File: src/rtl/flash_stat_pkg.sv
package flash_stat_pkg;

  typedef enum logic [2:0] {
    OP_PAGE_TO_BUF       = 3'd0,
    OP_PAGE_CMP          = 3'd1,
    OP_BUF_PGM_ERASE     = 3'd2,
    OP_BUF_PGM_NOERASE   = 3'd3,
    OP_PAGE_ERASE        = 3'd4,
    OP_BLOCK_ERASE       = 3'd5,
    OP_PAGE_PGM_THRU_BUF = 3'd6,
    OP_AUTO_REWRITE      = 3'd7
  } opClass_e;

  typedef enum logic {
    ST_IDLE = 1'b0,
    ST_BUSY = 1'b1
  } busyState_e;

  // Strobes from control to datapath
  typedef struct packed {
    logic loadProg;
    logic loadXfer;
    logic countDown;
    logic ptrRewind;
    logic ptrStep;
  } statStrobe_t;

  function automatic logic isShortClass(opClass_e c);
    return (c == OP_PAGE_TO_BUF) || (c == OP_PAGE_CMP);
  endfunction

endpackage

File: src/rtl/flash_stat_ctrl.sv
module flash_stat_ctrl
  import flash_stat_pkg::*;
(
  input  logic        clk,
  input  logic        rst_n,
  input  logic        launchValid,
  input  logic [2:0]  launchClass,
  input  logic        readActive,
  input  logic        shiftStb,
  input  logic        cntLast,
  output statStrobe_t strobes,
  output logic        ready
);

  busyState_e stateQ, stateD;
  opClass_e   opClass;

  assign opClass = opClass_e'(launchClass);

  always_ff @(posedge clk) begin
    if (!rst_n) stateQ <= ST_IDLE;
    else        stateQ <= stateD;
  end

  always_comb begin
    stateD            = stateQ;
    strobes           = '0;
    strobes.ptrRewind = !readActive;
    strobes.ptrStep   = readActive && shiftStb;
    unique case (stateQ)
      ST_IDLE: begin
        if (launchValid) begin
          if (isShortClass(opClass)) strobes.loadXfer = 1'b1;
          else                       strobes.loadProg = 1'b1;
          stateD = ST_BUSY;
        end
      end
      ST_BUSY: begin
        strobes.countDown = 1'b1;
        if (cntLast) stateD = ST_IDLE;
      end
      default: stateD = ST_IDLE;
    endcase
  end

  assign ready = (stateQ == ST_IDLE);

endmodule

File: src/rtl/flash_stat_dp.sv
module flash_stat_dp
  import flash_stat_pkg::*;
#(
  parameter int         PROG_CYCLES  = 2000,
  parameter int         XFER_CYCLES  = 200,
  parameter logic [3:0] DENSITY_CODE = 4'b0111
) (
  input  logic        clk,
  input  logic        rst_n,
  input  statStrobe_t strobes,
  input  logic        ready,
  input  logic        readActive,
  output logic        cntLast,
  output logic        so
);

  localparam int MAX_CYCLES = (PROG_CYCLES > XFER_CYCLES) ? PROG_CYCLES : XFER_CYCLES;
  localparam int CNT_W      = $clog2(MAX_CYCLES + 1);
  localparam int BYTE_W     = 8;
  localparam int PTR_W      = $clog2(BYTE_W);

  logic [CNT_W-1:0]  remain;
  logic [PTR_W-1:0]  bitPtr;
  logic [BYTE_W-1:0] statusByte;

  // Busy interval counter
  always_ff @(posedge clk) begin
    if (!rst_n)                 remain <= '0;
    else if (strobes.loadProg)  remain <= CNT_W'(PROG_CYCLES);
    else if (strobes.loadXfer)  remain <= CNT_W'(XFER_CYCLES);
    else if (strobes.countDown) remain <= remain - CNT_W'(1);
  end

  assign cntLast = (remain == CNT_W'(1));

  // Serial bit pointer, counts down and wraps from 0 to the top bit
  always_ff @(posedge clk) begin
    if (!rst_n)                 bitPtr <= PTR_W'(BYTE_W - 1);
    else if (strobes.ptrRewind) bitPtr <= PTR_W'(BYTE_W - 1);
    else if (strobes.ptrStep)   bitPtr <= bitPtr - PTR_W'(1);
  end

  assign statusByte = {ready, 1'b0, DENSITY_CODE, 2'b00};
  assign so         = readActive & statusByte[bitPtr];

endmodule

File: src/rtl/flash_status_timer.sv
module flash_status_timer
  import flash_stat_pkg::*;
#(
  parameter int         PROG_CYCLES  = 2000,
  parameter int         XFER_CYCLES  = 200,
  parameter logic [3:0] DENSITY_CODE = 4'b0111
) (
  input  logic       clk,
  input  logic       rst_n,
  input  logic       launchValid,
  input  logic [2:0] launchClass,
  input  logic       readActive,
  input  logic       shiftStb,
  output logic       so,
  output logic       ready
);

  statStrobe_t strobes;
  logic        cntLast;

  flash_stat_ctrl ctrl_i (
    .clk         (clk),
    .rst_n       (rst_n),
    .launchValid (launchValid),
    .launchClass (launchClass),
    .readActive  (readActive),
    .shiftStb    (shiftStb),
    .cntLast     (cntLast),
    .strobes     (strobes),
    .ready       (ready)
  );

  flash_stat_dp #(
    .PROG_CYCLES  (PROG_CYCLES),
    .XFER_CYCLES  (XFER_CYCLES),
    .DENSITY_CODE (DENSITY_CODE)
  ) dp_i (
    .clk        (clk),
    .rst_n      (rst_n),
    .strobes    (strobes),
    .ready      (ready),
    .readActive (readActive),
    .cntLast    (cntLast),
    .so         (so)
  );

endmodule

File: config.mk
export PLATFORM = sky130hd
export DESIGN_NAME = flash_status_timer
export DESIGN_NICKNAME = d
export VERILOG_FILES = /design/src/rtl/flash_stat_pkg.sv /design/src/rtl/flash_stat_ctrl.sv /design/src/rtl/flash_stat_dp.sv /design/src/rtl/flash_status_timer.sv
export SDC_FILE = /design/constraint.sdc
export NUM_CORES = 1
export LEC_CHECK = 0
export ABC_AREA = 0
export BUFFER_PORTS_ARGS = -buffer_cell sky130_fd_sc_hd__buf_2
export CAP_MARGIN = 10
export CORE_MARGIN = 2
export CORE_UTILIZATION = 45
export DETAILED_ROUTE_END_ITERATION = 12
export PLACE_DENSITY_LB_ADDON = 0.25
export SYNTH_ARGS = -nofsm -noshare
export SYNTH_HDL_FRONTEND = slang
export SYNTH_HIERARCHICAL = 1
export SYNTH_SLANG_ARGS = --single-unit
File: constraint.sdc
create_clock -name clk -period 3.7 [get_ports clk]
set_clock_uncertainty 0.15 [all_clocks]
set_input_delay 0.74 -clock clk [delete_from_list [all_inputs] [get_ports clk]]
set_output_delay 0.74 -clock clk [all_outputs]
set_load 0.01 [all_outputs]
=== Yosys cells after proc, flatten, opt, wreduce, memory -nomap -nowiden ===
Index checks and enable logic that the tools add are counted.

* Logic and storage cells: 34
* Bits in registers: 15
* Bits of input ports: 8

* Bitwise logic cells: 3
* Add/sub/neg operators: 2
* Reductions and logical operators: 8
* $lt $le $gt $ge: 1
* Muxes and demuxes: 13
* Equality and inequality tests: 2

{| class="wikitable"
|+ Operator list
! operator !! number
|-
| $mux 11 || 3
|-
| $eq 11x1->1 const B || 1
|-
| $sub 11x1->11 const B || 1
|-
| $mux 1 || 6
|-
| $lt 3x4->1 const B || 1
|-
| $mux 2 || 2
|-
| $bmux 1 s3 || 1
|-
| $eq 3x1->1 const B || 1
|-
| $logic_not 3->1 || 1
|-
| $reduce_bool 3->1 || 1
|-
| $reduce_or 3->1 || 1
|-
| $sub 3x1->3 const B || 1
|-
| $not 1->1 || 2
|-
| $pmux 1 s2 || 1
|-
| $reduce_and 2->1 || 1
|-
| $reduce_bool 2->1 || 1
|-
| $reduce_or 2->1 || 1
|-
| $and 1x1->1 || 1
|-
| $logic_and 1x1->1 || 1
|-
| $logic_or 1x1->1 || 1
|}

=== Logic depth before layout (Yosys ltp) ===
Gate-level depths: netlist of run 1.

* Depth after elaboration: 7
* Mapped depth: 7

=== Hierarchy ===
Netlist of run 1, hierarchy kept.

{| class="wikitable"
|+ Modules (own cells, without submodules)
! module !! cells an instance !! instances !! area each (µm²)
|-
| flash_stat_dp || 84 || 1 || 719.4
|-
| flash_stat_ctrl || 11 || 1 || 86.3
|}

=== Worst setup path after synthesis of run 1 ===
OpenSTA, ideal clock, no wires.

* Path type: reg2reg
* Start point: reg ctrl_i.stateQ
* End point: reg dp_i.remain[9]
* Stages on the path, launching flop included: 8
* Data arrival time: 1.801 ns
* Setup slack: 1.691 ns
* Clock period less this slack: 2.009 ns
* Cell sequence: dfxtp_1 buf_4 clkbuf_1 or3b_1 clkbuf_1 or4_1 a21oi_1 o21a_1

{| class="wikitable"
|+ RTL lines
! what !! line !! RTL
|-
| from (decl) || flash_stat_ctrl.sv:15 || <nowiki>busyState_e stateQ, stateD;</nowiki>
|-
| from (signal assigned) || flash_stat_ctrl.sv:22 || <nowiki>else stateQ <= stateD;</nowiki>
|-
| to (signal assigned) || flash_stat_dp.sv:29 || <nowiki>else if (strobes.loadProg) remain <= CNT_W'(PROG_CYCLES);</nowiki>
|-
| to (signal assigned) || flash_stat_dp.sv:30 || <nowiki>else if (strobes.loadXfer) remain <= CNT_W'(XFER_CYCLES);</nowiki>
|-
| to (signal assigned) || flash_stat_dp.sv:31 || <nowiki>else if (strobes.countDown) remain <= remain - CNT_W'(1);</nowiki>
|-
| to (decl) || flash_stat_dp.sv:22 || <nowiki>logic [CNT_W-1:0] remain;</nowiki>
|}

=== Final worst setup path of run 1 ===
* Start point: reg ctrl_i.stateQ
* End point: out so

* Word-level cells in the longest chain between the ends: 4

{| class="wikitable"
|+ RTL lines
! what !! line !! RTL
|-
| $not 1->1 || flash_stat_ctrl.sv:46 || <nowiki>assign ready = (stateQ == ST_IDLE);</nowiki>
|-
| $bmux 1 s3 || flash_stat_dp.sv:44 || <nowiki>assign so = readActive & statusByte[bitPtr];</nowiki>
|-
| $mux 1 (not written as such) || flash_stat_dp.sv:44 ||
|-
| $and 1x1->1 || flash_stat_dp.sv:44 ||
|-
| to (decl) || flash_status_timer.sv:14 || <nowiki>output logic so,</nowiki>
|}

Every way passes these cells. The select of a mux whose other input is x is not followed.

==> flow_summary.json, run 1 <==
{
  "postPlaceCellArea_um2": 858,
  "place_hpwl_mm": 1.05,
  "pin_count": 10,
  "firstDrtPassIters": 4,
  "r2r_slack_ns": 1.64,
  "route.detailed.drc": 0,
  "yosys.area.top_type": "dfxtp_1",
  "crit_path_end_kind": "output port",
  "muxShareOfSynthArea_pct": 0,
  "r2r_cells": 4,
  "avgSynthCellArea_um2": 8.48,
  "htreeDepth": 1,
  "cts.repair.resized": 0,
  "seq_area_um2": 300,
  "fmaxAchievable_mhz": 440,
  "path_class": "register to output port",
  "multi_input_area_um2": 460,
  "setup_violations": 0,
  "postRouteAntennaNets": 0,
  "worstSkewPairLatency_ns": 0.28,
  "area_growth_syn_to_layout_pct": 9.94,
  "synth_compound_area_share_pct": 12.9,
  "total_power_mw": 0.375,
  "wl_mm": 1.39,
  "clockRootBuffer": "clkbuf_4",
  "avgViaCountPerCell": 5.14,
  "yosys.area_share.simple_pct": 30.9,
  "yosysTopAreaCellShare_pct": 37.3,
  "rsz0062_at_grt": "no",
  "final.setup.tns_ns": 0,
  "finalCritPeriodShare_pct": 61.4,
  "hold_viol": 0,
  "synthCells": 95,
  "synth_fa_ha_area_share_pct": 4.66,
  "numCtsBuffers": 3,
  "slew_headroom_pct": 71.2,
  "die_area_um2": 2150,
  "postSynth.asyncResetShare_pct": 0,
  "arrival_ns": 1.38,
  "cts_hold_buf": 0,
  "irDropWorstVdd_mv": 0.237,
  "worst_r2r_endpoint": "dp_i/remain[8]",
  "min_path_cells": 2,
  "cts_tree": "yes",
  "synth_top_family_by_area": "simple AND/OR/NAND/NOR gates",
  "io_buffers": 8,
  "synth_area_um2": 806,
  "min_period_ns": 2.27,
  "coreArea_um2": 1710,
  "drv_cap": 0,
  "dieWidth_um": 46.3,
  "die_height_um": 46.3,
  "stdcell_area_um2": 886,
  "synth-xor-area-share_pct": 8.70,
  "ys_top_cells_by_area": "dfxtp_1, xnor2_1, ha_1, nand2_1, nor2_1",
  "required_ns": 2.81,
  "wire_per_inst_um": 10.9,
  "hp-start": "dp_i/bitPtr[1]",
  "clock_tree.buffer_depth": 2,
  "cp_max_fo": 11,
  "rows": 15,
  "grt-ovfl-total": 0,
  "layout-drive-gt1-share_pct": 15.5,
  "first_global_vias": 550,
  "grt_first_pass_wirelength_mm": 2.18,
  "reg2reg_from": "dp_i/remain[2]",
  "via_count": 658,
  "final_nets": 115,
  "grt_max_degree": 12,
  "status": "completed",
  "syn-num-nets": 106,
  "whs_endpoint": "dp_i/bitPtr[1]",
  "hold_class": "register to register",
  "synth_cell_types": 33,
  "synth_enable_flop_cells": 0,
  "initial_utilization_pct": 47.2,
  "cts.clk_slew.worst_paths_ns": 0.10,
  "startpoint_type": "register",
  "cts_setup_buffers": 0,
  "finalMaxSlewViolations": 0,
  "powerDensity_nw_per_um2": 423,
  "yosysSeqAreaShare_pct": 37.3,
  "cts_sinks": 15,
  "nFillCells": 170,
  "drtIter0Drc": 10,
  "p_leak_nw": 0.380,
  "num_antenna_cells": 0,
  "synth_seq_cells": 15,
  "antenna_found_initial": 0,
  "synth-main-ff-cell": "dfxtp_1",
  "grt_usage_pct": 14.1,
  "tightest_slew_ns": 0.429,
  "place.gp.congestion": 0.748,
  "ys_warn_count": 6
}
## metrics by stage
step	instances	hold WS [ns]	utilization (%)	setup WS [ns]
6_report	128	0.338	51.9	1.43
5_1_grt	128	0.406	51.9	1.28
4_1_cts	128	0.344	51.9	1.41
3_5_place_dp	124	0.315	50.3	1.66
3_3_place_gp	124	0.307	50.3	1.68
2_1_floorplan	95	0.293	-	1.69
## cells in the final DEF (no fill, tap or decap), types with 3 or more instances in the layout
cell type   n
nor4_1      3
buf_2       8
a21oi_1     3
xnor2_1     6
nor2_1      8
clkbuf_4    3
dfxtp_1    15
nand2_1     8
ha_1        3
inv_1       7
o21ai_0     4
nor3_1      4
## flip-flops by register name, summed over array words and instances, names as in the netlist
signal	count
ctrl_i/stateQ	1
dp_i/bitPtr	3
dp_i/remain	11
## cells in the mapped netlist, types with 3 or more instances
cell type,n
dfxtp_1,15
nand2_1,8
nor2_1,8
inv_1,7
xnor2_1,6
nor3_1,4
o21ai_0,4
a21oi_1,3
clkbuf_1,3
ha_1,3
nor4_1,3
## layer usage
layer	GRT usage [%]	vias to the layer above	wire length [um]
met1	17.4	300	660
met5	0	-	0
met3	4.31	2	45
met2	22.2	7	676
met4	6.29	0	12
li1	-	349	-
## where the power goes
group | total (mW) | leakage [nW] | internal [mW] | switching (mW)
Sequential | 0.196 | 0.124 | 0.177 | 0.0182
Combinational | 0.0841 | 0.238 | 0.0427 | 0.0414
Clock | 0.0952 | 0.0177 | 0.0400 | 0.0551
Total | 0.375 | 0.380 | 0.260 | 0.115
## cell type report
class                      count  share of cell area, %
multi-input combinational     69                   52.0
sequential                    15                   33.9
timing repair buffer           8                   4.52
tap                           25                   3.53
inverter                       7                   2.97
clock buffer                   3                   2.54
clock inverter                 1                  0.565
## worst max path at each step
stage	startpoint	to	slack (ns)
6_report	ctrl_i/stateQ	so	1.43
5_1_grt	ctrl_i/stateQ	so	1.28
4_1_cts	ctrl_i/stateQ	so	1.41
3_3_place_gp	dp_i/remain[2]	dp_i/remain[8]	1.68
3_5_place_dp	dp_i/remain[2]	dp_i/remain[8]	1.66
2_1_floorplan	ctrl_i/stateQ	dp_i/remain[9]	1.69
## cells by family after synthesis
group	count (synthesis)
AO/OA/AOI/OAI	16
buffers and inverters	11
XOR/XNOR	8
flip-flops	15
adder cells (fa/ha/maj)	3
AND/OR/NAND/NOR	42
## worst max-delay path, stage by stage (launching register included)
cell	delay (ns)
dfxtp_1	0.54
inv_1	0.10
nand2_1	0.08
a21oi_1	0.06
a31oi_1	0.14
nor2b_1	0.06
buf_2	0.13
(Power assumes the default switching activity.)
==> run 2: changes to the inputs <==
Clock period 3.7 ns to 2.35 ns, I/O delays scaled along.
==> run 2 against run 1 <==
  * Hold slack got worse by 0.035 ns
  * Sequential power rose by 57%
  * Total power rose by 57%
==> flow_summary.json, run 2 (same netlist as run 1, synthesis figures left out) <==
{
  "drtIter0Drc": 9,
  "met1_usage_pct": 19.4,
  "initial_utilization_pct": 47.2,
  "antenna_found_initial": 0,
  "path_class": "register to register",
  "combPwrFrac_pct": 22.7,
  "multi_input_area_um2": 460,
  "cts.repair.resized": 0,
  "cts_tree": "yes",
  "worstSkewPairLatency_ns": 0.29,
  "post-route-util_pct": 52.2,
  "hp-start": "launchValid",
  "postRouteAntennaNets": 0,
  "status": "completed",
  "worst_r2r_endpoint": "dp_i/remain[8]",
  "min_period_ns": 2.06,
  "seq_area_um2": 300,
  "cts_setup_buffers": 0,
  "area_growth_syn_to_layout_pct": 10.7,
  "die_area_um2": 2150,
  "crit_path_end_kind": "register",
  "reg2reg_from": "dp_i/remain[2]",
  "grt-ovfl-total": 0,
  "finalMaxSlewViolations": 0,
  "hold_viol": 0,
  "swShare_pct": 29.7,
  "die_height_um": 46.3,
  "io_buffers": 8,
  "pin_count": 10,
  "route.detailed.drc": 0,
  "r2r_cells": 4,
  "met3_usage_pct": 3.53,
  "arrival_ns": 2.14,
  "largest_reg_flops": 11,
  "p_sw_mw": 0.175,
  "powerDensity_nw_per_um2": 660,
  "nFillCells": 165,
  "place.gp.congestion": 0.755,
  "fmaxAchievable_mhz": 486,
  "critPathMostFrequentCell": "or4_4",
  "crit_chain": "or4_4 -> or4_4 -> or3_1 -> nand3_1",
  "final_nets": 116,
  "rsz0062_at_grt": "no",
  "slowest_delay_ns": 0.59,
  "grt_use_met2_pct": 22.8,
  "min_path_cells": 2,
  "grt_max_degree": 12,
  "cp_max_fo": 7,
  "top_regs": "dp_i/remain (11), dp_i/bitPtr (3), ctrl_i/stateQ (1)",
  "slew_headroom_pct": 71.7,
  "tightest_slew_ns": 0.420,
  "r2r_slack_ns": 0.29,
  "rows": 15,
  "numCtsBuffers": 3,
  "p_leak_nw": 0.382,
  "first_global_vias": 543,
  "required_ns": 2.43,
  "clock_tree.buffer_depth": 2,
  "grt_first_pass_wirelength_mm": 2.29,
  "clkPwrFrac_pct": 25.1,
  "regMostFlops": "dp_i/remain",
  "layout_common_cells": "dfxtp_1, nor2_1, nand2_1, buf_2, inv_1",
  "layout_commonest_cell": "dfxtp_1",
  "drv_cap": 0,
  "intPower_mw": 0.414,
  "avgViaCountPerCell": 5.04,
  "setup_violations": 0,
  "seqPwrFrac_pct": 52.1,
  "top_usage_layer": "met2",
  "cts_sinks": 15,
  "dieWidth_um": 46.3,
  "critical-path-slowest-cell": "or4_4",
  "irDropWorstVdd_mv": 0.386,
  "startpoint_type": "register",
  "firstDrtPassIters": 4,
  "layout-drive-gt1-share_pct": 15.4,
  "wl_mm": 1.39,
  "coreArea_um2": 1710,
  "via_count": 650,
  "wire_per_inst_um": 10.8,
  "grt_usage_pct": 15.5,
  "place_hpwl_mm": 1.06,
  "cts.clk_slew.worst_paths_ns": 0.09,
  "cts_hold_buf": 0,
  "clockRootBuffer": "clkbuf_4",
  "htreeDepth": 1,
  "final.setup.tns_ns": 0,
  "num_antenna_cells": 0,
  "whs_endpoint": "ctrl_i/stateQ",
  "hold_class": "primary input to register",
  "finalCritPeriodShare_pct": 87.6
}
-- run 2: per-stage QoR --
stage | cell area, um^2 | hold WS (ns) | total power [mW] | cells | worst slack, ns
2_1_floorplan | 806 | 0.293 | 0.417 | 95 | 0.341
3_3_place_gp | 866 | 0.308 | 0.445 | 125 | 0.335
3_5_place_dp | 866 | 0.315 | 0.447 | 125 | 0.308
4_1_cts | 892 | 0.288 | 0.601 | 129 | 0.286
5_1_grt | 892 | 0.294 | 0.630 | 129 | 0.239
6_report | 892 | 0.303 | 0.589 | 129 | 0.291
-- run 2: critical path, delay by kind of cell, from the launching register on --
kind	cells	cell delay [ns]
DFF	1	0.38
and+or+nand+nor	4	1.48
-- run 2: power groups by stage --
| stage | registers [mW] | logic [mW] | clock network [mW] |
|---|---|---|---|
| floorplan | 0.306 | 0.111 | 0 |
| global placement | 0.312 | 0.133 | 0 |
| detailed placement | 0.313 | 0.134 | 0 |
| CTS | 0.307 | 0.135 | 0.159 |
| global route | 0.313 | 0.150 | 0.167 |
| finish | 0.307 | 0.134 | 0.148 |
-- run 2: cell type report --
type / count / area share, %
inverters: 7 / 2.95
flip-flops and latches: 15 / 33.7
well taps: 25 / 3.51
clock buffers: 4 / 2.95
multi-input cells: 69 / 51.6
repair buffers: 9 / 5.33
-- run 2: layer usage --
metal  wire length (um)  vias to the layer above
met1                659                      290
met3                 32                        5
met5                  0                        -
met2                661                        6
li1                   -                      349
met4                 40                        0
-- run 2: worst max path at each step --
stage	startpoint	slack, ns	cells after the start	to
2_1_floorplan	ctrl_i/stateQ	0.34	7	dp_i/remain[9]
3_3_place_gp	dp_i/remain[2]	0.34	4	dp_i/remain[8]
3_5_place_dp	dp_i/remain[2]	0.31	4	dp_i/remain[8]
4_1_cts	dp_i/remain[2]	0.29	4	dp_i/remain[8]
5_1_grt	dp_i/remain[2]	0.24	4	dp_i/remain[8]
6_report	dp_i/remain[2]	0.29	4	dp_i/remain[8]
==> run 3: changes to the inputs <==
Settings changed: CELL_PAD_IN_SITES_DETAIL_PLACEMENT set to 2, CELL_PAD_IN_SITES_GLOBAL_PLACEMENT set to 2, CORE_ASPECT_RATIO set to 0.5, CORE_UTILIZATION 45 to 33, SYNTH_HIERARCHICAL 1 to not set.
==> run 3 against run 2 <==
  * First-iteration DRC count rose to 3.0 times the previous value
  * Critical path depth up 1
  * Cell count up 12%
  * Total power up 15%
  * Non-clock buffer count unchanged
  * Synthesized cell count up 7.4%
  * Register-to-register slack better by 0.05 ns
  * Critical endpoint is now dp_i.remain[6]
  * Die area up 42%
  * Design area up 7.2%
  * Via count up 18%
  * Critical path type unchanged
  * Sequential power about the same
  * Hold slack worse by 0.016 ns
==> flow_summary.json, run 3 <==
{
  "slew_headroom_pct": 75.7,
  "finalMaxSlewViolations": 0,
  "postRouteAntennaNets": 0,
  "htreeDepth": 1,
  "syn-num-nets": 113,
  "wl_mm": 2.29,
  "critical-path-slowest-cell": "or4b_4",
  "ys_top_cells_by_area": "dfxtp_1, xor2_1, ha_1, a21oi_1, nor3_1",
  "slowest_delay_ns": 0.52,
  "pin_count": 10,
  "final.setup.tns_ns": 0,
  "grt_usage_pct": 17.7,
  "setup_violations": 0,
  "synth_commonest_cells": "dfxtp_1, inv_1",
  "synth-main-ff-cell": "dfxtp_1",
  "met1_usage_pct": 19.5,
  "coreArea_um2": 2330,
  "synth_cell_types": 36,
  "die_area_um2": 3040,
  "drtIter0Drc": 27,
  "postSynth.asyncResetShare_pct": 0,
  "grt_max_degree": 21,
  "yosysTopAreaCellShare_pct": 35.1,
  "worstSkewPairLatency_ns": 0.25,
  "p_leak_nw": 0.388,
  "layout-drive-gt1-share_pct": 18.3,
  "finalCritPeriodShare_pct": 85.5,
  "regMostFlops": "dp_i.remain",
  "status": "completed",
  "area_growth_syn_to_layout_pct": 11.7,
  "yosys.area.top_type": "dfxtp_1",
  "synth_enable_flop_cells": 0,
  "die_height_um": 40.0,
  "via_count": 765,
  "layout_common_cells": "dfxtp_1, inv_1, buf_2",
  "arrival_ns": 2.02,
  "critPathTopFamily": "simple AND/OR/NAND/NOR gates",
  "initial_utilization_pct": 36.8,
  "num_antenna_cells": 0,
  "cts.clk_slew.worst_paths_ns": 0.07,
  "drv_cap": 0,
  "synthCells": 102,
  "dieWidth_um": 76.0,
  "synth_seq_cells": 15,
  "cts_setup_buffers": 0,
  "first_global_vias": 830,
  "startpoint_type": "register",
  "tightest_slew_ns": 0.363,
  "clock_tree.buffer_depth": 2,
  "clockRootBuffer": "clkbuf_8",
  "ys_warn_count": 0,
  "hold_viol": 0,
  "wire_per_inst_um": 15.9,
  "required_ns": 2.36,
  "cp_max_fo": 4,
  "cts_sinks": 15,
  "synth_area_um2": 856,
  "largest_reg_flops": 11,
  "hold_class": "primary input to register",
  "min_period_ns": 2.01,
  "io_buffers": 8,
  "synth_most_common_cell": "dfxtp_1",
  "place_hpwl_mm": 1.76,
  "route.detailed.drc": 0,
  "irDropWorstVdd_mv": 0.286,
  "grt_first_pass_wirelength_mm": 4.00,
  "firstDrtPassIters": 2,
  "crit_path_end_kind": "register",
  "place.gp.congestion": 0.786,
  "antenna_found_initial": 0,
  "final_nets": 121,
  "top_usage_layer": "met2",
  "critPathBufInv": 1,
  "powerDensity_nw_per_um2": 711,
  "layout_commonest_cell": "dfxtp_1",
  "cts_hold_buf": 0,
  "avgViaCountPerCell": 5.31,
  "total_power_mw": 0.680,
  "cts_tree": "yes",
  "crit_chain": "inv_1 -> ha_1 -> or4b_4 -> or3_1 -> a311oi_1",
  "avgSynthCellArea_um2": 8.39,
  "path_class": "register to register",
  "cts.repair.resized": 0,
  "top_regs": "dp_i.remain (11), dp_i.bitPtr (3), ctrl_i.stateQ (1)",
  "rows": 12,
  "met3_usage_pct": 6.76,
  "yosysSeqAreaShare_pct": 35.1,
  "numCtsBuffers": 3,
  "grt-ovfl-total": 0,
  "grt_use_met2_pct": 35.3,
  "fmaxAchievable_mhz": 498,
  "rsz0062_at_grt": "no"
}
run 3: cell count changes after synthesis, moves of 3 or more:
cell     delta
xor2_1      +3
a21oi_1     +3
nor2_1      -3
xnor2_1     -3
run 3: kinds of logic (layout without fill, tap and decap cells):
logic type	after synthesis	in the layout	synth area share [%]
AOI/OAI and AO/OA	24	24	18.1
adders and majority gates	3	3	4.39
and+or+nand+nor	36	36	24.7
xor gates and xnor gates	8	8	8.19
muxes	1	1	1.17
DFF	15	15	35.1
buffers and inverters	15	22	8.33
run 3: worst paths after layout:
check,start,to,slack (ns),cells after the start
hold / removal,readActive,dp_i.bitPtr[1],0.29,2
setup reg to reg,dp_i.remain[1],dp_i.remain[6],0.34,5
setup / recovery,dp_i.remain[1],dp_i.remain[6],0.34,5
hold reg to reg,dp_i.remain[9],dp_i.remain[9],0.40,2
run 3: where the power goes:
group | switching (mW) | internal, mW | leakage, nW
registers | 0.0332 | 0.277 | 0.124
logic | 0.0808 | 0.0717 | 0.238
clock network | 0.0996 | 0.118 | 0.0255
run 3: through the flow:
step	instance area (um^2)	setup slack [ns]	std cells	util (%)	hold slack, ns
2_1_floorplan	856	0.520	102	-	0.343
3_3_place_gp	910	0.424	140	39.1	0.358
3_5_place_dp	910	0.371	140	39.1	0.397
4_1_cts	956	0.326	144	41.1	0.287
5_1_grt	956	0.215	144	41.1	0.285
6_report	956	0.342	144	41.1	0.287
run 3: area by class of cell:
| type | count | area, um^2 |
|---|---|---|
| fill | 274 | 1370 |
| multi-input combinational | 72 | 484 |
| sequential | 15 | 300 |
| timing repair buffer | 9 | 47.5 |
| tap | 35 | 43.8 |
| clock buffer | 3 | 41.3 |
| inverter | 9 | 33.8 |
| clock inverter | 1 | 5.00 |
run 3: layer usage:
layer | share of wire [%] | up-vias | wire [um]
met2 | 48 | 9 | 1090
li1 | - | 374 | -
met1 | 48 | 380 | 1100
met5 | 0 | - | 0
met3 | 4.0 | 2 | 92
met4 | 0.31 | 0 | 7
